### config.mk
export PLATFORM = sky130hd
export DESIGN_NAME = shift_add_mul
export DESIGN_NICKNAME = d
export VERILOG_FILES = /design/src/rtl/smul_pkg.sv /design/src/rtl/smul_ctrl.sv /design/src/rtl/smul_datapath.sv /design/src/rtl/shift_add_mul.sv
export SDC_FILE = /design/constraint.sdc
export NUM_CORES = 1
export LEC_CHECK = 0
export BUFFER_PORTS_ARGS = -buffer_cell sky130_fd_sc_hd__buf_4
export CAP_MARGIN = 25
export CORE_MARGIN = 2
export CORE_UTILIZATION = 60
export CTS_CLUSTER_DIAMETER = 100
export DETAILED_ROUTE_END_ITERATION = 8
export HOLD_SLACK_MARGIN = 0.03
export PLACE_DENSITY = 0.82
export SLEW_MARGIN = 40
export SYNTH_ARGS = -nofsm -noshare
export SYNTH_HDL_FRONTEND = slang
export SYNTH_SLANG_ARGS = --single-unit
### constraint.sdc
create_clock -name clk -period 5.35 [get_ports clk]
set_input_delay 0.535 -clock clk [delete_from_list [all_inputs] [get_ports clk]]
set_output_delay 0.535 -clock clk [all_outputs]
set_load 0.01 [all_outputs]
### src/rtl/smul_pkg.sv
package smul_pkg;
  // Strobes from the sequencer to the datapath
  typedef struct packed {
    logic load;   // capture operands, clear upper half
    logic step;   // one conditional add and right shift
    logic last;   // final step: write result registers
  } mulStrobes_t;
endpackage

### src/rtl/smul_ctrl.sv
module smul_ctrl
  import smul_pkg::*;
#(
  parameter int OP_W = 32
) (
  input  logic        clk,
  input  logic        rst_n,
  input  logic        start,
  output logic        busy,
  output logic        done,
  output mulStrobes_t strobes
);
  localparam int CNT_W = (OP_W > 1) ? $clog2(OP_W) : 1;
  localparam logic [CNT_W-1:0] LAST_IDX = CNT_W'(OP_W - 1);

  typedef enum logic [1:0] {S_IDLE, S_RUN, S_DONE} ctrlState_t;

  ctrlState_t state;
  logic [CNT_W-1:0] iterCnt;
  logic accept;

  assign accept = start && (state != S_RUN);

  always_ff @(posedge clk or negedge rst_n) begin
    if (!rst_n) begin
      state   <= S_IDLE;
      iterCnt <= '0;
    end else begin
      case (state)
        S_RUN: begin
          if (iterCnt == LAST_IDX) begin
            state   <= S_DONE;
            iterCnt <= '0;
          end else begin
            iterCnt <= iterCnt + 1'b1;
          end
        end
        default: begin
          if (accept) begin
            state   <= S_RUN;
            iterCnt <= '0;
          end else begin
            state <= S_IDLE;
          end
        end
      endcase
    end
  end

  always_comb begin
    strobes.load = accept;
    strobes.step = (state == S_RUN);
    strobes.last = (state == S_RUN) && (iterCnt == LAST_IDX);
  end

  assign busy = (state == S_RUN);
  assign done = (state == S_DONE);

  // one step per busy cycle, counter advances by one
  a_r4_count_advance: assert property (@(posedge clk) disable iff (!rst_n)
    (busy && iterCnt != LAST_IDX) |=> (busy && iterCnt == $past(iterCnt) + 1'b1));
  // a fresh iteration starts from count zero
  a_r4_fresh_count: assert property (@(posedge clk) disable iff (!rst_n)
    $rose(busy) |-> (iterCnt == '0));
  // done only directly after the last busy cycle
  a_r5_done_follows: assert property (@(posedge clk) disable iff (!rst_n)
    done |-> ($past(busy) && !busy));
  // done lasts one cycle
  a_r5_done_single: assert property (@(posedge clk) disable iff (!rst_n)
    done |=> !done);
  // a start during busy does not restart the count
  a_r7_start_ignored: assert property (@(posedge clk) disable iff (!rst_n)
    (busy && start && iterCnt != LAST_IDX) |=> (iterCnt != '0));
endmodule

### src/rtl/smul_datapath.sv
module smul_datapath
  import smul_pkg::*;
#(
  parameter int OP_W = 32
) (
  input  logic            clk,
  input  logic            rst_n,
  input  mulStrobes_t     strobes,
  input  logic            signedMode,
  input  logic [OP_W-1:0] opA,
  input  logic [OP_W-1:0] opB,
  output logic [OP_W-1:0] hiOut,
  output logic [OP_W-1:0] loOut
);
  localparam int PROD_W = 2 * OP_W;

  logic [PROD_W-1:0] prodReg;
  logic [OP_W-1:0]   mcandReg;
  logic              negResult;
  logic [PROD_W-1:0] resultReg;

  logic              aNeg, bNeg;
  logic [OP_W-1:0]   magA, magB;
  logic [OP_W-1:0]   addend;
  logic [OP_W:0]     stepSum;
  logic [PROD_W-1:0] prodNext;
  logic [PROD_W-1:0] prodSigned;

  // Magnitude conversion of the incoming operands
  always_comb begin
    aNeg = signedMode && opA[OP_W-1];
    bNeg = signedMode && opB[OP_W-1];
    magA = aNeg ? (~opA + 1'b1) : opA;
    magB = bNeg ? (~opB + 1'b1) : opB;
  end

  // One shift-add step; the carry becomes the new top bit
  always_comb begin
    addend     = prodReg[0] ? mcandReg : '0;
    stepSum    = {1'b0, prodReg[PROD_W-1:OP_W]} + {1'b0, addend};
    prodNext   = {stepSum, prodReg[OP_W-1:1]};
    prodSigned = negResult ? (~prodNext + 1'b1) : prodNext;
  end

  always_ff @(posedge clk or negedge rst_n) begin
    if (!rst_n) begin
      prodReg   <= '0;
      mcandReg  <= '0;
      negResult <= 1'b0;
      resultReg <= '0;
    end else begin
      if (strobes.load) begin
        prodReg   <= {{OP_W{1'b0}}, magB};
        mcandReg  <= magA;
        negResult <= aNeg ^ bNeg;
      end else if (strobes.step) begin
        prodReg <= prodNext;
        if (strobes.last) begin
          resultReg <= prodSigned;
        end
      end
    end
  end

  assign hiOut = resultReg[PROD_W-1:OP_W];
  assign loOut = resultReg[OP_W-1:0];

  // load clears the upper half of the partial product
  a_r2_load_clears: assert property (@(posedge clk) disable iff (!rst_n)
    strobes.load |=> (prodReg[PROD_W-1:OP_W] == '0));
  // each step moves the lower bits right by one place
  a_r4_shift_right: assert property (@(posedge clk) disable iff (!rst_n)
    (strobes.step && !strobes.load) |=> (prodReg[OP_W-2:0] == $past(prodReg[OP_W-1:1])));
  // result holds except on the final step
  a_r6_result_hold: assert property (@(posedge clk) disable iff (!rst_n)
    !strobes.last |=> $stable(resultReg));
endmodule

### src/rtl/shift_add_mul.sv
module shift_add_mul
  import smul_pkg::*;
#(
  parameter int OP_W = 32
) (
  input  logic            clk,
  input  logic            rst_n,
  input  logic            start,
  input  logic            signedMode,
  input  logic [OP_W-1:0] opA,
  input  logic [OP_W-1:0] opB,
  output logic            busy,
  output logic            done,
  output logic [OP_W-1:0] hiOut,
  output logic [OP_W-1:0] loOut
);
  mulStrobes_t strobes;

  smul_ctrl #(.OP_W(OP_W)) uCtrl (
    .clk     (clk),
    .rst_n   (rst_n),
    .start   (start),
    .busy    (busy),
    .done    (done),
    .strobes (strobes)
  );

  smul_datapath #(.OP_W(OP_W)) uData (
    .clk        (clk),
    .rst_n      (rst_n),
    .strobes    (strobes),
    .signedMode (signedMode),
    .opA        (opA),
    .opB        (opB),
    .hiOut      (hiOut),
    .loOut      (loOut)
  );

  // busy and done are never high together
  a_r5_exclusive: assert property (@(posedge clk) disable iff (!rst_n)
    !(busy && done));
endmodule

==> results of run 1 <==
## power by group
part	internal (mW)	leakage [nW]	switching, mW
registers	1.82	2.13	0.506
logic	1.64	3.38	2.61
clock network	0.663	0.281	0.582
total	4.13	5.79	3.70
## placed cells by master, fill, tap and decap left out, drive strengths merged, types with 28 or more instances in the layout
cell type and n:
buf 142, o21ai 230, xnor2 56, ha 37
dfrtp 168, inv 29, a21oi 62, nor3 28
nand2 257, nand3b 37, and2 41, xor2 75
nor2 59
## kinds of logic after synthesis
family                   count (synthesis)
AND/OR/NAND/NOR                        544
AO/OA/AOI/OAI                          409
flip-flops                             168
XOR/XNOR                               131
buffers and inverters                   94
adder cells (fa/ha/maj)                 38
multiplexers                             5
## routing by layer
layer / up-vias / track usage / share of wire
met5: - / 0 / 0
met4: 0 / 0.0879 / 0.016
met3: 47 / 0.0585 / 0.089
met2: 465 / 0.445 / 0.41
met1: 4933 / 0.483 / 0.48
li1: 5136 / - / -
## worst paths after layout
path,slack (ns),cells past startpoint,end,from
setup / recovery,0.73,12,uData.resultReg[63]$_DFFE_PN0P_,uData.prodReg[0]$_DFFE_PN0P_
hold / removal,0.03,1,uData.prodReg[7]$_DFFE_PN0P_,rst_n
min in group clk,0.35,3,uData.mcandReg[31]$_DFFE_PN0P_,opA[31]
setup reg to reg,0.73,12,uData.resultReg[63]$_DFFE_PN0P_,uData.prodReg[0]$_DFFE_PN0P_
max in group asynchronous,4.31,2,uData.prodReg[52]$_DFFE_PN0P_,rst_n
hold reg to reg,0.48,2,uData.resultReg[54]$_DFFE_PN0P_,uData.resultReg[54]$_DFFE_PN0P_
## through the flow
step | worst slack, ns | util | std cells | hold WS (ns)
global route | 0.326 | 0.702 | 1724 | 0.0654
CTS | 0.789 | 0.701 | 1724 | 0.0447
finish | 0.728 | 0.702 | 1724 | 0.0264
global placement | 0.871 | 0.670 | 1692 | 0.457
detailed placement | 0.957 | 0.670 | 1692 | 0.469
floorplan | 1.54 | - | 1389 | 0.239
## state kept, by name, indices dropped and copies added (netlist names)
| signal | cells |
|---|---|
| uCtrl.state | 2 |
| uData.prodReg | 64 |
| uData.mcandReg | 32 |
| uData.negResult | 1 |
| uCtrl.iterCnt | 5 |
| uData.resultReg | 64 |
## layout make-up
class	count	area, um^2
clock inverters	14	156
repair buffers	142	1080
clock buffers	18	429
multi-input cells	1127	6890
inverters	21	78.8
flip-flops and latches	168	4200
well taps	234	293
fillers	1498	5580
## critical path, cell delays in order (launching register included)
cell,delay [ns]
dfrtp_1,0.78
and2_1,0.27
ha_1,0.22
fa_1,0.49
nor4_1,0.51
nand4_1,0.41
nor3_1,0.30
nand4_1,0.24
a2111oi_0,0.49
nand4_1,0.26
o41ai_2,0.30
xnor2_1,0.15
o21ai_1,0.07
==> results.cfg, run 1 <==
[outcome]
status = finished clean

[timing]
setup_tns_ns = 0
worst_pin_slew_ns = 0.849
fin_crit_ns = 4.62
slew_headroom = 0.430
finClkSkew_ns = 0.00933
period_share = 0.864
maxSlewViolCount = 0
setup_viol = 0
hold_violations = 0
fmax_mhz = 216
grt_setup_unrepaired = false

[die]
ios = 134
die_y_um = 142
die_x_um = 142
row_count = 50
start_util = 0.613
dieArea_um2 = 20200
fp.coreArea_um2 = 18700

[yosys]
synth_compound_area_frac = 0.217
avgSynthCellArea_um2 = 8.25
synth_top_area_share = 0.367
synthMuxAreaShare = 0.00448
yosysUniqueCellTypes = 84
yosys_warnings = 0
synth_cells = 1389
synth_area_leader_cell = dfrtp_1
async_flop_share = 1.00
synth_commonest_cells = 257 x nand2_1, 218 x o21ai_0, 168 x dfrtp_1
yosys-top-cells-area = dfrtp_1 37%, o21ai_0 9.5%, nand2_1 8.4%, xor2_1 5.7%, xnor2_1 4.3%
synthSimpleGateAreaFrac = 0.236
synth.most_common_cell = nand2_1
synthAdderAreaFrac = 0.0421
synthFlopType = dfrtp_1
ys_ff_latch = 168
synth-xor-area-share = 0.100
yosysSeqAreaShare = 0.367
syn_area_um2 = 11500
synth-edff-count = 0
synth_nets = 1495
synth_top_family_by_area = simple AND/OR/NAND/NOR gates

[layout]
diodes = 0
syn_to_final_growth_pct = 14.5
drive_gt1_frac = 0.148
nets = 1583
fin_area_um2 = 13100

[min_path]
hold_path_class = primary input to async pin

[clock_network]
ctsLongestPathBuffers = 2
path_clk_slew_ns = 0.07
clkSinkCount = 168
cts_resized = 0
ctsHoldBuffers = 0
cts-root-buf = clkbuf_16
cts_made_buffers = 17
post_cts_buffers = 0
clock_latency_ns = 0.44
h-tree-depth = 4
cts_tree = built

[critical_path]
path_max_fanout = 33
required_ns = 5.67
critPathLaunchType = flip-flop
worstSetupPathType = flip-flop to flip-flop
critical_path_arrival_ns = 4.94
cp-end-kind = flip-flop

[routing]
routedWlPerCell_um = 17.8
vias = 10581
via_per_inst = 6.14
drtIter0Drc = 1046
drt-total-wl_um = 30700
ant_nets = 0
drc = 0
first_pass_iters = 5

[global_routing]
grt-ovfl-total = 0
grt_antenna_before_repair = 0
grt_pass1_wl_um = 50100
grt_max_degree = 100
grt_pass1_vias = 9685
grt_usage = 0.312

[placed_design]
port_buffers = 133
placed_area_um2 = 12500
dp_hpwl_um = 22900
place_congestion = 0.993

[power_and_ir_drop]
p_leak_nw = 5.79
vdd_ir_drop_max_v = 0.000355
power_density_nw_per_um2 = 596
p_total_mw = 7.83

[flow_run]
cap_viol_max_count = 0
No activity file was read; power rests on OpenSTA's default activity.
==> run 2: changes to the inputs <==
--- a/config.mk
+++ b/config.mk
@@ -16,4 +16,5 @@
 export SLEW_MARGIN = 40
 export SYNTH_ARGS = -nofsm -noshare
 export SYNTH_HDL_FRONTEND = slang
+export SYNTH_HIERARCHICAL = 1
 export SYNTH_SLANG_ARGS = --single-unit
==> run 2 against run 1 <==
  * Worst setup slack improved by 0.35 ns
  * Maximum frequency increased by 8.3%
  * Final cell count decreased by 2.6%
  * Area after synthesis increased by 0.25%
  * Sequential share of layout area decreased by 0.18 points
  * Die area increased by 0.24%
==> results.cfg, run 2 <==
[timing]
setup_viol = 0
maxSlewViolCount = 0
fin_ws_ns = 1.08
fin_crit_ns = 4.27
finClkSkew_ns = 0.0122
setup_tns_ns = 0
fmax_mhz = 234
hold-worst-slack_ns = 0.0376
slew_headroom = 0.472
grt_setup_unrepaired = false
period_share = 0.798
worst_pin_slew_ns = 0.787
hold_violations = 0

[yosys]
synth_cells = 1339
synth_area_leader_cell = dfrtp_1
synth_nets = 1445
synth.most_common_cell = dfrtp_1
async_flop_share = 1.00
synth_top_area_share = 0.366
ys_ff_latch = 168
synthFlopType = dfrtp_1
yosysUniqueCellTypes = 84
synth-edff-count = 0
syn_area_um2 = 11500
yosysSeqAreaShare = 0.366
yosys-top-cells-area = dfrtp_1 37%, xor2_1 6.6%, o21ai_0 6.1%, nand2_1 4.9%, mux2i_1 4.7%
yosys_warnings = 6
avgSynthCellArea_um2 = 8.58
synth_commonest_cells = 168 x dfrtp_1, 149 x nand2_1, 141 x o21ai_0

[routing]
drt-total-wl_um = 29000
ant_nets = 0
first_pass_iters = 5
routedWlPerCell_um = 17.3
drtIter0Drc = 926
drc = 0
vias = 10199
via_per_inst = 6.07

[layout]
num-fill-cells = 1523
diodes = 0
reg_top3 = uData/prodReg (64), uData/resultReg (64), uData/mcandReg (32)
syn_to_final_growth_pct = 15.0
drive_gt1_frac = 0.149
nets = 1538
finalCoreUtilization = 0.704
layout_commonest_cell = dfrtp_1
layout_common_cells = 166 x dfrtp_1, 149 x nand2_1, 141 x o21ai_0, 139 x buf_4, 126 x nor2_1
multi_input_area_um2 = 6930
seqCellArea_um2 = 4210

[global_routing]
grt_pass1_wl_um = 47100
grt_usage = 0.291
grt_pass1_vias = 9307
grt-ovfl-total = 0
grt_max_degree = 129
grt_antenna_before_repair = 0

[power_and_ir_drop]
p_total_mw = 9.19
p_leak_nw = 6.11
power_density_nw_per_um2 = 696
vdd_ir_drop_max_v = 0.000372

[critical_path]
cp-end-kind = flip-flop
path_cells = and2_1, ha_1, nand2_1, o21ai_1, o31ai_1, a2111oi_1, o21ai_0, and2_1, nand3b_4, o41a_1, o21a_1, o31ai_1
crit_buf_inv = 0
r2r_cells = 12
path_delay_family = compound AO/OA/AOI/OAI gates
crit_start = uData/prodReg[0]$_DFFE_PN0P_
worstSetupPathType = flip-flop to flip-flop
r2r-start = uData/prodReg[0]$_DFFE_PN0P_
reg2reg_to = uData/resultReg[60]$_DFFE_PN0P_
endpoint = uData/resultReg[60]$_DFFE_PN0P_
path_max_fanout = 33
required_ns = 5.68
path_depth = 12
cp_slowest_cell = a2111oi_1
critical_path_arrival_ns = 4.60
cp_slowest_stage_delay_ns = 0.67
critPathLaunchType = flip-flop
regToRegSetupSlack_ns = 1.08

[clock_network]
cts_tree = built
ctsHoldBuffers = 0
cts_resized = 0
ctsLongestPathBuffers = 2
h-tree-depth = 4
clock_latency_ns = 0.43
clkSinkCount = 168
cts_made_buffers = 17
path_clk_slew_ns = 0.07
cts-root-buf = clkbuf_16
post_cts_buffers = 0

[placed_design]
port_buffers = 133
dp_hpwl_um = 21500
place_congestion = 0.940
dp_slack_ns = 0.955

[min_path]
hold_path_class = primary input to async pin

[die]
start_util = 0.612
dieArea_um2 = 20300
die_y_um = 142
row_count = 50
fp.coreArea_um2 = 18800
ios = 134
die_x_um = 142

[flow_run]
cap_viol_max_count = 0

[outcome]
status = finished clean
[run 2: changes by cell type after synthesis, moves of 9 or more]
cell      change
o21ai_0      -77
nor4_1       -13
o21ai_1      +10
nand2_1     -108
mux2i_1      +50
a21oi_1      +22
or3_1         +9
nor2_1       +67
xor2_1       +12
nand3b_1     -34
[run 2: metal layers]
layer | vias to the layer above | track usage | wire length (um) | share of wire
li1 | 4977 | - | - | -
met1 | 4797 | 0.449 | 14100 | 0.49
met2 | 397 | 0.419 | 12100 | 0.42
met3 | 28 | 0.0626 | 2500 | 0.086
met4 | 0 | 0.0683 | 287 | 0.0099
met5 | - | 0 | 0 | 0
[run 2: logic make-up after synthesis]
family                     after synthesis  share of synthesized area
AOI/OAI and AO/OA                      374                      0.202
xor gates and xnor gates               135                      0.103
adders and majority gates               38                     0.0420
buffers and inverters                   94                     0.0326
DFF                                    168                      0.366
muxes                                   58                     0.0510
and+or+nand+nor                        472                      0.203
[run 2: stage by stage]
| stage | cell area [um^2] | instances |
|---|---|---|
| after floorplan | 11500 | 1339 |
| after global placement | 12600 | 1647 |
| after detailed placement | 12600 | 1647 |
| after CTS | 13200 | 1679 |
| after global routing | 13200 | 1679 |
| final | 13200 | 1679 |
[run 2: worst min path at each step]
stage	from	endpoint	slack [ns]	depth (start not counted)
after floorplan	rst_n	uCtrl/iterCnt[0]$_DFFE_PN0P_	0.24	0
after global routing	rst_n	uCtrl/state[1]$_DFFE_PN0P_	0.06	1
final	rst_n	uCtrl/state[1]$_DFFE_PN0P_	0.04	1
after detailed placement	uData/resultReg[24]$_DFFE_PN0P_	uData/resultReg[24]$_DFFE_PN0P_	0.47	2
after global placement	uData/resultReg[22]$_DFFE_PN0P_	uData/resultReg[22]$_DFFE_PN0P_	0.46	2
after CTS	rst_n	uCtrl/state[1]$_DFFE_PN0P_	0.05	1
[run 2: area by class of cell]
class,instances,share of cell area
Clock inverter,13,0.0123
Sequential cell,168,0.319
Timing Repair Buffer,143,0.0824
Clock buffer,19,0.0328
Tap cell,234,0.0222
Inverter,25,0.00711
Multi-Input combinational cell,1077,0.525
[run 2: report_power, final]
part / switching [mW] / leakage (nW) / internal, mW / total (mW)
combinational: 3.30 / 3.74 / 2.20 / 5.50
sequential: 0.579 / 2.09 / 1.87 / 2.45
clock: 0.544 / 0.280 / 0.702 / 1.25
total: 4.42 / 6.11 / 4.77 / 9.19
[run 2: worst reg2reg max path: stages, from the launching register on]
cell and delay (ns):
dfrtp_2 0.58, and2_1 0.25, ha_1 0.43, nand2_1 0.08
o21ai_1 0.42, o31ai_1 0.25, a2111oi_1 0.67, o21ai_0 0.20
and2_1 0.21, nand3b_4 0.17, o41a_1 0.45, o21a_1 0.20
o31ai_1 0.25
==> run 3: changes to the inputs <==
==> constraint.sdc (replaced) <==
create_clock -name clk -period 4.2 [get_ports clk]
set_input_delay 0.42 -clock clk [delete_from_list [all_inputs] [get_ports clk]]
set_output_delay 0.42 -clock clk [all_outputs]
set_load 0.01 [all_outputs]
==> run 3 against run 2 <==
  * Sequential share of layout area fell by 0.64 points
  * Final cell count rose by 1.0%
  * Wire length grew 2.6%
  * Combinational power up 37%
  * Sequential power rose by 26%
  * Worst setup slack worse by 0.92 ns
  * Critical path type unchanged
  * Via count increased by 2.0%
  * Die area unchanged
  * Largest cell class unchanged
==> results.cfg, run 3 (synthesis gave the netlist of run 2 again) <==
[min_path]
hold_path_class = primary input to flip-flop

[timing]
maxSlewViolCount = 0
hold-worst-slack_ns = 0.259
setup_viol = 0
hold_violations = 0
worst_pin_slew_ns = 0.785
slew_headroom = 0.477
period_share = 0.962
fin_crit_ns = 4.04
fmax_mhz = 248
finClkSkew_ns = 0.0120

[clock_network]
cts-root-buf = clkbuf_16
h-tree-depth = 4
cts_made_buffers = 17
clock_latency_ns = 0.43
path_clk_slew_ns = 0.07
cts_tree = built
clkSinkCount = 168
ctsLongestPathBuffers = 2

[die]
die_y_um = 142
fp.coreArea_um2 = 18800
start_util = 0.612
dieArea_um2 = 20300
die_x_um = 142
row_count = 50
ios = 134

[global_routing]
grt_usage = 0.295
grt_pass1_vias = 9358
grt_max_degree = 124
grt_antenna_before_repair = 0
grt-ovfl-total = 0
grt_pass1_wl_um = 48000

[routing]
vias = 10402
via_per_inst = 6.13
first_pass_iters = 8
ant_nets = 0
drt-total-wl_um = 29800
drtIter0Drc = 936
drc = 0
routedWlPerCell_um = 17.6

[placed_design]
dp_hpwl_um = 22000
port_buffers = 133
place_congestion = 0.984

[critical_path]
cp-end-kind = flip-flop
required_ns = 4.50
path_cells = buf_8, and2_1, ha_1, a21oi_4, a21oi_2, or3_1, a2111o_1, or3_4, nor4_4, nand4_4, o31ai_2, xor2_1, o21ai_1
cp_slowest_stage_delay_ns = 0.47
worstSetupPathType = flip-flop to flip-flop
critPathLaunchType = flip-flop
critical_path_arrival_ns = 4.34
path_max_fanout = 31
cp_slowest_cell = a2111o_1

[flow_run]
cap_viol_max_count = 0

[power_and_ir_drop]
p_total_mw = 12.2
vdd_ir_drop_max_v = 0.000454
p_leak_nw = 6.24
power_density_nw_per_um2 = 907

[layout]
nets = 1555
layout_common_cells = 167 x dfrtp_1, 154 x buf_4, 149 x nand2_1, 140 x o21ai_0, 126 x nor2_1
num-fill-cells = 1528
reg_top3 = uData/prodReg (64), uData/resultReg (64), uData/mcandReg (32)
diodes = 0
layout_commonest_cell = dfrtp_1
syn_to_final_growth_pct = 17.3
drive_gt1_frac = 0.166

[outcome]
status = finished clean
[run 3: layer usage]
layer | share of wire | wire, um | GRT usage | vias up
met4 | 0.015 | 454 | 0.0750 | 0
met2 | 0.41 | 12300 | 0.416 | 422
met1 | 0.49 | 14500 | 0.466 | 4933
met5 | 0 | 0 | 0 | -
li1 | - | - | - | 5002
met3 | 0.083 | 2480 | 0.0538 | 45
[run 3: cell type report]
class                   count  area [um^2]  share of cell area
clock buffers              18          439              0.0326
clock inverters            14          156              0.0116
well taps                 234          293              0.0217
flip-flops and latches    168         4210               0.312
inverters                  25         93.8             0.00697
repair buffers            160         1260              0.0938
multi-input cells        1077         7020               0.521
[run 3: where the power goes]
part | total, mW | leakage [nW] | internal (mW) | switching [mW]
registers | 3.09 | 2.09 | 2.38 | 0.713
logic | 7.55 | 3.86 | 3.10 | 4.45
clock network | 1.58 | 0.286 | 0.858 | 0.718
[run 3: path summary, 6_finish.rpt]
kind	start	endpoint	slack [ns]	cells past startpoint
max	uData/prodReg[0]$_DFFE_PN0P_	uData/resultReg[59]$_DFFE_PN0P_	0.16	13
min	opB[0]	uData/prodReg[0]$_DFFE_PN0P_	0.26	3
max reg2reg	uData/prodReg[0]$_DFFE_PN0P_	uData/resultReg[59]$_DFFE_PN0P_	0.16	13
min reg2reg	uData/resultReg[50]$_DFFE_PN0P_	uData/resultReg[50]$_DFFE_PN0P_	0.48	2
max in group asynchronous	rst_n	uData/negResult$_DFFE_PN0P_	3.01	3
min in group asynchronous	rst_n	uCtrl/iterCnt[0]$_DFFE_PN0P_	0.48	2
[run 3: worst max-delay path, delay by kind of cell, from the launching register on]
kind            cells  cell delay (ns)
simple gates        5             1.64
fa+ha+maj           1             0.36
compound gates      5             1.16
xor+xnor            1             0.17
flops               1             0.41
buf+inv             1             0.17
[run 3: repair_timing]
item / CTS / global route
endpoints found under the setup margin: 0 / 10
hold buffers: 0 / 1
hold endpoints to repair: 0 / 48
gates resized for setup: 0 / 21
buffers inserted: 0 / 2
[run 3: stage by stage]
| step | setup TNS (ns) | util | setup WS, ns | instances | cell area (um^2) |
|---|---|---|---|---|---|
| 3_5_place_dp | 0 | 0.678 | 0.202 | 1660 | 12700 |
| 5_1_grt | -0.0171 | 0.718 | -0.0161 | 1696 | 13500 |
| 2_1_floorplan | 0 | - | 0.420 | 1339 | 11500 |
| 3_3_place_gp | 0 | 0.677 | 0.278 | 1660 | 12700 |
| 6_report | 0 | 0.718 | 0.160 | 1696 | 13500 |
| 4_1_cts | 0 | 0.709 | 0.129 | 1692 | 13300 |
